<file path="config.mk">
export PLATFORM = sky130hd
export DESIGN_NAME = mprx_top
export DESIGN_NICKNAME = d
export VERILOG_FILES = /design/src/rtl/mprx_pkg.sv /design/src/rtl/mprx_bit_sampler.sv /design/src/rtl/mprx_flag_regs.sv /design/src/rtl/mprx_top.sv
export SDC_FILE = /design/constraint.sdc
export NUM_CORES = 1
export LEC_CHECK = 0
export BUFFER_PORTS_ARGS = -buffer_cell sky130_fd_sc_hd__buf_2
export CAP_MARGIN = 20
export CORE_MARGIN = 2
export CORE_UTILIZATION = 50
export DETAILED_ROUTE_END_ITERATION = 8
export PLACE_DENSITY_LB_ADDON = 0.15
export SKIP_LAST_GASP = 1
export SYNTH_ARGS = -nofsm -noshare
export SYNTH_HDL_FRONTEND = slang
export SYNTH_SLANG_ARGS = --single-unit
</file>
<file path="constraint.sdc">
create_clock -name clk -period 4 [get_ports clk]
set_input_delay 0.2 -clock clk [delete_from_list [all_inputs] [get_ports clk]]
set_output_delay 0.2 -clock clk [all_outputs]
set_load 0.02 [all_outputs]
</file>
<file path="src/rtl/mprx_pkg.sv">
package mprx_pkg;

    typedef enum logic [2:0] {
        S_IDLE,
        S_START,
        S_DATA,
        S_IDBIT,
        S_STOP
    } rx_state_e;

    localparam int NFLAGS   = 4;
    localparam int FLG_FULL = 0;
    localparam int FLG_FERR = 1;
    localparam int FLG_OVR  = 2;
    localparam int FLG_ID   = 3;

endpackage

</file>
<file path="src/rtl/mprx_bit_sampler.sv">
module mprx_bit_sampler
    import mprx_pkg::*;
#(
    parameter int DATA_W = 8,
    parameter int OVS    = 16,
    parameter int DIV    = 4
) (
    input  logic              clk,
    input  logic              rst_n,
    input  logic              rxd,
    input  logic              mproc,
    output logic              frm_done,
    output logic [DATA_W-1:0] frm_data,
    output logic              frm_idbit,
    output logic              frm_stop_ok
);

    localparam int DIVW = (DIV > 1) ? $clog2(DIV) : 1;
    localparam int OVSW = $clog2(OVS);
    localparam int BITW = $clog2(DATA_W);
    localparam logic [DIVW-1:0] DIV_LAST = DIVW'(DIV - 1);
    localparam logic [OVSW-1:0] OS_LAST  = OVSW'(OVS - 1);
    localparam logic [OVSW-1:0] OS_MID   = OVSW'(OVS / 2 - 1);
    localparam logic [BITW-1:0] BIT_LAST = BITW'(DATA_W - 1);

    typedef struct packed {
        rx_state_e         st;
        logic [DIVW-1:0]   div;
        logic [OVSW-1:0]   os;
        logic [BITW-1:0]   bidx;
        logic [DATA_W-1:0] sh;
        logic              idb;
        logic [1:0]        sync;
        logic              last;
        logic              done;
        logic              stop_ok;
    } smp_t;

    smp_t q, d;
    logic rx_s;
    logic tick;
    logic os_end;

    always_comb begin
        d       = q;
        d.done  = 1'b0;
        d.sync  = {q.sync[0], rxd};
        rx_s    = q.sync[1];
        d.last  = rx_s;
        tick    = (q.div == DIV_LAST);
        os_end  = tick && (q.os == OS_LAST);
        d.div   = tick ? '0 : q.div + DIVW'(1);
        case (q.st)
            S_IDLE: begin
                if (q.last && !rx_s) begin
                    d.st  = S_START;
                    d.os  = '0;
                    d.div = '0;
                end
            end
            S_START: begin
                if (tick) begin
                    if (q.os == OS_MID) begin
                        d.os   = '0;
                        d.bidx = '0;
                        d.st   = rx_s ? S_IDLE : S_DATA;
                    end else begin
                        d.os = q.os + OVSW'(1);
                    end
                end
            end
            S_DATA: begin
                if (os_end) begin
                    d.os = '0;
                    d.sh = {rx_s, q.sh[DATA_W-1:1]};
                    if (q.bidx == BIT_LAST) begin
                        d.st = mproc ? S_IDBIT : S_STOP;
                    end else begin
                        d.bidx = q.bidx + BITW'(1);
                    end
                end else if (tick) begin
                    d.os = q.os + OVSW'(1);
                end
            end
            S_IDBIT: begin
                if (os_end) begin
                    d.os  = '0;
                    d.idb = rx_s;
                    d.st  = S_STOP;
                end else if (tick) begin
                    d.os = q.os + OVSW'(1);
                end
            end
            S_STOP: begin
                if (os_end) begin
                    d.stop_ok = rx_s;
                    d.done    = 1'b1;
                    d.st      = S_IDLE;
                    if (!mproc) d.idb = 1'b0;
                end else if (tick) begin
                    d.os = q.os + OVSW'(1);
                end
            end
            default: d.st = S_IDLE;
        endcase
    end

    always_ff @(posedge clk or negedge rst_n) begin
        if (!rst_n) begin
            q         <= '0;
            q.st      <= S_IDLE;
            q.sync    <= 2'b11;
            q.last    <= 1'b1;
        end else begin
            q <= d;
        end
    end

    assign frm_done    = q.done;
    assign frm_data    = q.sh;
    assign frm_idbit   = q.idb;
    assign frm_stop_ok = q.stop_ok;

    // a completed frame is reported in exactly one cycle
    p_done_pulse_r2: assert property (@(posedge clk) disable iff (!rst_n)
        frm_done |=> !frm_done);

    // leaving the start state without a low midpoint returns to idle, no frame
    p_start_reject_r10: assert property (@(posedge clk) disable iff (!rst_n)
        (q.st == S_START && tick && q.os == OS_MID && rx_s) |=> (q.st == S_IDLE && !frm_done));

endmodule

</file>
<file path="src/rtl/mprx_flag_regs.sv">
module mprx_flag_regs
    import mprx_pkg::*;
#(
    parameter int DATA_W = 8
) (
    input  logic              clk,
    input  logic              rst_n,
    input  logic              frm_done,
    input  logic [DATA_W-1:0] frm_data,
    input  logic              frm_idbit,
    input  logic              frm_stop_ok,
    input  logic              cfg_we,
    input  logic              cfg_mproc,
    input  logic              cfg_id_wait,
    input  logic              cfg_irq_en,
    input  logic              clr_we,
    input  logic [NFLAGS-1:0] clr_mask,
    output logic              mproc,
    output logic [DATA_W-1:0] rx_data,
    output logic [NFLAGS-1:0] st_flags,
    output logic              id_wait,
    output logic              irq_rx,
    output logic              irq_err
);

    typedef struct packed {
        logic              mproc;
        logic              wait_id;
        logic              irq_en;
        logic [DATA_W-1:0] data;
        logic [NFLAGS-1:0] flags;
    } reg_t;

    reg_t q, d;
    logic filt;
    logic accept;

    always_comb begin
        d      = q;
        filt   = q.mproc && q.wait_id;
        accept = frm_done && !(filt && !frm_idbit);
        if (clr_we) d.flags = q.flags & ~clr_mask;
        if (cfg_we) begin
            d.mproc   = cfg_mproc;
            d.wait_id = cfg_id_wait;
            d.irq_en  = cfg_irq_en;
        end
        if (accept) begin
            if (q.mproc) d.flags[FLG_ID] = frm_idbit;
            if (filt && !cfg_we) d.wait_id = 1'b0;
            if (q.flags[FLG_FULL]) begin
                d.flags[FLG_OVR] = 1'b1;
            end else if (!frm_stop_ok) begin
                d.flags[FLG_FERR] = 1'b1;
            end else begin
                d.data            = frm_data;
                d.flags[FLG_FULL] = 1'b1;
            end
        end
    end

    always_ff @(posedge clk or negedge rst_n) begin
        if (!rst_n) q <= '0;
        else        q <= d;
    end

    assign mproc    = q.mproc;
    assign rx_data  = q.data;
    assign st_flags = q.flags;
    assign id_wait  = q.wait_id;
    assign irq_rx   = q.irq_en && q.flags[FLG_FULL] && !filt;
    assign irq_err  = q.irq_en && (q.flags[FLG_FERR] || q.flags[FLG_OVR]) && !filt;

    // a payload frame under the filter leaves data and flags untouched
    p_filter_holds_r6: assert property (@(posedge clk) disable iff (!rst_n)
        (frm_done && q.mproc && q.wait_id && !frm_idbit && !clr_we && !cfg_we)
        |=> ($stable(rx_data) && $stable(st_flags)));

    // an address frame under the filter re-arms normal reception
    p_id_rearms_r7: assert property (@(posedge clk) disable iff (!rst_n)
        (frm_done && q.mproc && q.wait_id && frm_idbit && !cfg_we && !clr_we)
        |=> (!id_wait && st_flags[FLG_ID]));

    // an accepted frame on a full register flags overrun and keeps the data
    p_ovr_keeps_data_r4: assert property (@(posedge clk) disable iff (!rst_n)
        (frm_done && st_flags[FLG_FULL] && !(q.mproc && q.wait_id && !frm_idbit)
         && !clr_we && !cfg_we)
        |=> (st_flags[FLG_OVR] && $stable(rx_data)));

    // no interrupt while waiting for an address frame
    p_irq_quiet_r8: assert property (@(posedge clk) disable iff (!rst_n)
        (mproc && id_wait) |-> (!irq_rx && !irq_err));

endmodule

</file>
<file path="src/rtl/mprx_top.sv">
module mprx_top
    import mprx_pkg::*;
#(
    parameter int DATA_W = 8,
    parameter int OVS    = 16,
    parameter int DIV    = 4
) (
    input  logic              clk,
    input  logic              rst_n,
    input  logic              rxd,
    input  logic              cfg_we,
    input  logic              cfg_mproc,
    input  logic              cfg_id_wait,
    input  logic              cfg_irq_en,
    input  logic              clr_we,
    input  logic [3:0]        clr_mask,
    output logic [DATA_W-1:0] rx_data,
    output logic [3:0]        st_flags,
    output logic              id_wait,
    output logic              irq_rx,
    output logic              irq_err
);

    logic              mproc;
    logic              frm_done;
    logic [DATA_W-1:0] frm_data;
    logic              frm_idbit;
    logic              frm_stop_ok;

    mprx_bit_sampler #(
        .DATA_W (DATA_W),
        .OVS    (OVS),
        .DIV    (DIV)
    ) sampler_i (
        .clk         (clk),
        .rst_n       (rst_n),
        .rxd         (rxd),
        .mproc       (mproc),
        .frm_done    (frm_done),
        .frm_data    (frm_data),
        .frm_idbit   (frm_idbit),
        .frm_stop_ok (frm_stop_ok)
    );

    mprx_flag_regs #(
        .DATA_W (DATA_W)
    ) regs_i (
        .clk         (clk),
        .rst_n       (rst_n),
        .frm_done    (frm_done),
        .frm_data    (frm_data),
        .frm_idbit   (frm_idbit),
        .frm_stop_ok (frm_stop_ok),
        .cfg_we      (cfg_we),
        .cfg_mproc   (cfg_mproc),
        .cfg_id_wait (cfg_id_wait),
        .cfg_irq_en  (cfg_irq_en),
        .clr_we      (clr_we),
        .clr_mask    (clr_mask),
        .mproc       (mproc),
        .rx_data     (rx_data),
        .st_flags    (st_flags),
        .id_wait     (id_wait),
        .irq_rx      (irq_rx),
        .irq_err     (irq_err)
    );

endmodule

</file>
# Word-level counts from Yosys, hierarchy flattened
# Cells that the tools add are included.
[word_totals]
regBits = 41
latch_bits = 0
ramBits = 0
rom_bits = 0
input_bits = 12
out_inout_bits = 15
elab_cells = 105
n_memories = 0
[op_classes]
add_sub_neg = 3
multipliers = 0
n_div = 0
n_lt_le_gt_ge = 0
eq_ne = 18
shifts = 0
muxes = 38
bitwise_logic = 3
n_reduce_logical = 28
[ops]
columns = ["operator", "count"]
rows = [
  ["$mux W3", 9],
  ["$mux W4", 6],
  ["$pmux W4 S4", 1],
  ["$pmux W3 S5", 1],
  ["$mux W2", 7],
  ["$ne A2 B1 Y1 const B", 7],
  ["$mux W11", 1],
  ["$logic_and A1 B1 Y1", 10],
  ["$mux W1", 9],
  ["$mux W9", 1],
  ["$reduce_and A4 Y1", 2],
  ["$mux W7", 1],
  ["$reduce_and A7 Y1", 1],
  ["$eq A3 B2 Y1 const B", 2],
  ["$eq A3 B3 Y1 const B", 2],
  ["$ne A2 B2 Y1 const B", 3],
  ["$pmux W3 S2", 1],
  ["$logic_not A1 Y1", 5],
  ["$reduce_and A5 Y1", 1],
  ["$add A4 B1 Y4 const B", 1],
  ["$and A4 B4 Y4", 1],
  ["$eq A4 B3 Y1 const B", 1],
  ["$eq A4 B4 Y1 const B", 1],
  ["$not A4 Y4", 1],
  ["13 further kinds", 15],
]

# Depth between registers and ports, before layout
[logic_depth]
ltp_word = 6
mapped_depth = 7
depth_no_buf = 7

# By module
# A second synthesis with hierarchy kept.
[unflattened]
cells_unflattened = 199
hier_area_um2 = 2232.1
[by_module_without_submodules]
columns = ["module", "n_inst", "cells_each", "area_each_um2", "seq_area_each_um2"]
rows = [
  ["mprx_bit_sampler", 1, 139, 1492.7, 654.4],
  ["mprx_flag_regs", 1, 60, 739.5, 375.4],
]

# Least setup slack after synthesis
# No wires, ideal clock.
[synth_timing]
kind = "register to register"
startpoint = "register sampler_i.q[17] (netlist name)"
endpoint = "register sampler_i.q, in the netlist sampler_i.frm_data[0]"
setup_ns = 0.125
t_arrival_ns = 1.386
required_time_ns = 3.875
path_slack_ns = 2.489
stages_incl_launch_ff = 6
path_buffers = 0
synth_period_minus_slack_ns = 1.511
path_cell_list = "dfrtp_1 -> ha_1 -> nand3_2 -> nor2_4 -> nand3_4 -> mux2_2"
[synth_via]
elab_chain_len = 3
[synth_lines]
columns = ["element", "line", "rtl"]
rows = [
  ["start, declared", "mprx_bit_sampler.sv:39", "smp_t q, d;"],
  ["$eq A4 B4 Y1", "mprx_bit_sampler.sv:51", "os_end = tick && (q.os == OS_LAST);"],
  ["$logic_and A1 B1 Y1", "mprx_bit_sampler.sv:51", ""],
  ["$reduce_and A2 Y1 (no source line)", "n/a", ""],
]
# Every way passes these cells.
# A chain may end at the register's enable or synchronous reset.

# Worst setup path after layout
[layout_timing]
startpoint = "register sampler_i.q[24] (netlist name)"
endpoint = "register sampler_i.q[20] (netlist name)"
[layout_via]
elab_chain_len = 4
elab_cells_between_ends = 12
cone_classes = "eq/ne (7); mux (1); reduce/logical (4)"
[layout_lines]
columns = ["element", "line", "rtl"]
rows = [
  ["$eq A3 B2 Y1", "mprx_bit_sampler.sv:53", "case (q.st)"],
  ["$reduce_or A2 Y1 (no source line)", "n/a", ""],
  ["$reduce_bool A4 Y1 (no source line)", "n/a", ""],
  ["$reduce_and A4 Y1 (no source line)", "n/a", ""],
]
# Parallel ways exist; a longest one is shown, timed or not.

==> flow_metrics.env <==
export IMPL_start_util_pct=51.86
export IMPL_ir_drop_v=0.0003376
export IMPL_first_pass_iters=4
export IMPL_grtUsageTotal_pct=17.02
export IMPL_synth_top_family_by_area="simple AND/OR/NAND/NOR gates"
export IMPL_cts_path_max_buffers=2
export IMPL_clockRootBuffer="clkbuf_8"
export IMPL_p_total_mw=1.173
export IMPL_syn_area_per_cell_um2=10.78
export IMPL_powerDensity_nw_per_um2=521.4
export IMPL_arrival_ns=2.02
export IMPL_yosysWarnings=0
export IMPL_crit_family="simple AND/OR/NAND/NOR gates"
export IMPL_synth_nets=207
export IMPL_pre_cts_slack_ns=2.215
export IMPL_whs_ns=0.03187
export IMPL_r2r_slack_ns=2.21
export IMPL_coreArea_um2=3971
export IMPL_cts_sinks=41
export IMPL_yosys_cell_types_count=47
export IMPL_finalWeightedCongestion=0.9085
export IMPL_worstPathCellList="nand2b_4 > or2_1 > nor4_1 > o2bb2ai_1 > nand2_1"
export IMPL_ant_nets=0
export IMPL_numCtsBuffers=5
export IMPL_n_fill_cell=338
export IMPL_crit_path_end_kind="flop"
export IMPL_fin_util_pct=56.65
export IMPL_seqPwrFrac_pct=46.2
export IMPL_dpl_cell_count=249
export IMPL_layout_nets=223
export IMPL_seq_area_um2=1030
export IMPL_critPathMaxStageDelay_ns=0.62
export IMPL_final_period_utilization_pct=44.78
export IMPL_p_sw_uw=384.5
export IMPL_die_x_um=68.18
export IMPL_post_cts_buffers=0
export IMPL_crit_slowest_cell="dfrtp_1"
export IMPL_final_max_slew_viol_count=0
export IMPL_slew_limit_headroom_pct=41.25
export IMPL_synth_most_common_cell="dfrtp_1"
export IMPL_p_leak_nw=1.103
export IMPL_antenna_cells=0
export IMPL_avgRoutedWirePerCell_um=13.53
export IMPL_comb_power_share_pct=25.2
export IMPL_area_growth_pct=9.235
export IMPL_ys_top_cells_by_area="dfrtp_1 46%, mux2_2 9.8%, buf_4 4.7%"
export IMPL_drc_errors=0
export IMPL_grt_pass1_vias=1284
export IMPL_die_h_um=68.18
export IMPL_grt_max_degree=42
export IMPL_final_instance_count_excl_fill=258
export IMPL_synth_top_area_cell="dfrtp_1"
export IMPL_clkTransAtPathRegs_ns=0.07
export IMPL_fin_tns_setup_ns=0
export IMPL_layout_drive_gt1_share_pct=31.25
export IMPL_rsz0062_at_grt="false"
export IMPL_synth_edff_count=0
export IMPL_synth_compound_area_share_pct=12.52
export IMPL_cts_max_level=2
export IMPL_cts_tree="done"
export IMPL_synthMuxAreaShare_pct=9.842
export IMPL_reg2reg_to="sampler_i.q[20]$_DFFE_PN0P_"
export IMPL_clock_power_share_pct=28.6
export IMPL_synth_simple_area_share_pct=16.95
export IMPL_die_area_um2=4649
export IMPL_min_period_ns=1.791
export IMPL_rows=23
export IMPL_status="finished clean"
export IMPL_dpl_cell_area_um2=2123
export IMPL_critPathCapture="sampler_i.q[20]$_DFFE_PN0P_"
export IMPL_postRouteWirelength_mm=3.492
export IMPL_io_pins=27
export IMPL_netlist_top_cells_count="38 x dfrtp_1, 25 x nand2_1, 18 x mux2_2"
export IMPL_port_buffers=26
export IMPL_grt_overflow=0
export IMPL_r2r_cells=5
export IMPL_cp_depth=5
export IMPL_hold_violations=0
export IMPL_synth_area_um2=2059
export IMPL_crit_start="sampler_i.q[24]$_DFFE_PN0P_"
export IMPL_synth_flop_cell="dfrtp_1"
export IMPL_antenna_found_initial=0
export IMPL_first_iter_violations=101
export IMPL_critPathMaxFanout=19
export IMPL_tightest_slew_ns=0.8812
export IMPL_insertion_delay_ns=0.29
export IMPL_synth_xor_area_share_pct=1.276
export IMPL_multi_input_area_um2=885.9
export IMPL_fin_area_um2=2250
export IMPL_synth_top_area_share_pct=46.17
export IMPL_drv_cap=0
export IMPL_dp_hpwl_mm=2.501
export IMPL_ys_seq_area_share_pct=50.00
export IMPL_switching_share_pct=32.78
export IMPL_critPathRequiredTime_ns=4.23
export IMPL_setup_violations=0
export IMPL_vias=1424
export IMPL_path_buf_inv=0
export IMPL_critPathLaunchType="flop"
export IMPL_synth_async_reset_ratio_pct=100.0
export IMPL_cts_resized=0
export IMPL_intPower_uw=788.5
export IMPL_fmax_mhz=558.3
export IMPL_via_per_inst=5.519
export IMPL_grt_first_pass_wirelength_mm=5.858
export IMPL_syn_instance_count=191
export IMPL_hold_class="input port to async pin"
export IMPL_layout_setup_ws_ns=2.209
export IMPL_finClkSkew_ns=0.005447
export IMPL_r2r_start="sampler_i.q[24]$_DFFE_PN0P_"
export IMPL_yosys_area_share_adder_pct=2.430
export IMPL_ys_seq_elements=41
export IMPL_critPathKind="flop to flop"
[layer usage]
metal	vias to the layer above	routed length [µm]	global-route usage, %
li1	695	-	-
met1	675	1639	23.45
met2	46	1598	26.33
met3	8	208	3.947
met4	0	46	6.000
met5	-	0	0
[cell type report]
cell class | instances | area share, %
sequential | 41 | 45.77
clock inverter | 1 | 1.335
inverter | 4 | 0.6674
tap | 50 | 2.781
timing repair buffer | 27 | 6.229
multi-input combinational | 128 | 39.38
clock buffer | 7 | 3.838
[power groups by stage]
stage	registers (mW)	logic, mW	clock network, mW
6_report	0.542	0.296	0.336
5_1_grt	0.552	0.335	0.366
4_1_cts	0.540	0.296	0.348
3_5_place_dp	0.548	0.294	0
3_3_place_gp	0.546	0.287	0
2_1_floorplan	0.492	0.300	0
[how the worst min path moves through the flow]
stage	from	end	slack (ns)
6_report	rst_n	regs_i.q[12]$_DFFE_PN0P_	0.03
5_1_grt	rst_n	regs_i.q[12]$_DFFE_PN0P_	0.11
4_1_cts	rst_n	regs_i.q[12]$_DFFE_PN0P_	0.07
3_5_place_dp	rxd	sampler_i.d[4]$_DFF_PN1_	0.31
3_3_place_gp	rxd	sampler_i.d[4]$_DFF_PN1_	0.31
2_1_floorplan	rst_n	regs_i.id_wait$_DFF_PN0_	-0.1
[registers in the layout, indices dropped and copies added (netlist names)]
name,count
sampler_i.q,13
regs_i.rx_data,8
sampler_i.frm_data,8
regs_i.st_flags,4
sampler_i.d,2
regs_i.id_wait,1
regs_i.mproc,1
regs_i.q,1
sampler_i.frm_done,1
sampler_i.frm_idbit,1
sampler_i.frm_stop_ok,1
[placed cells by master (no fill, tap or decap), drive strengths merged, types with 2 or more instances in the layout]
master and instances:
a211oi 2, or2 3, buf 26, dfstp 3, nor3 2, o31ai 2
ha 4, a21oi 7, o21ai 17, xnor2 3, nand4 5, nor4 2
mux2 18, nand2b 2, inv 4, nand2 26, nor2 11, dfrtp 38
a31oi 2, clkbuf 7, nand3 3, nor2b 4
[timing repair]
item / CTS / global route
endpoints found under the setup margin: 0 / 0
hold endpoints to repair: 1 / 0
hold buffers: 1 / 0
[logic make-up (layout without fill, tap and decap cells)]
family | count (synthesis) | after routing
AO/OA/AOI/OAI | 40 | 40
XOR/XNOR | 3 | 3
adder cells (fa/ha/maj) | 4 | 4
buffers and inverters | 22 | 39
flip-flops | 41 | 41
multiplexers | 18 | 18
AND/OR/NAND/NOR | 63 | 63
No activity file was read; power rests on OpenSTA's default activity.
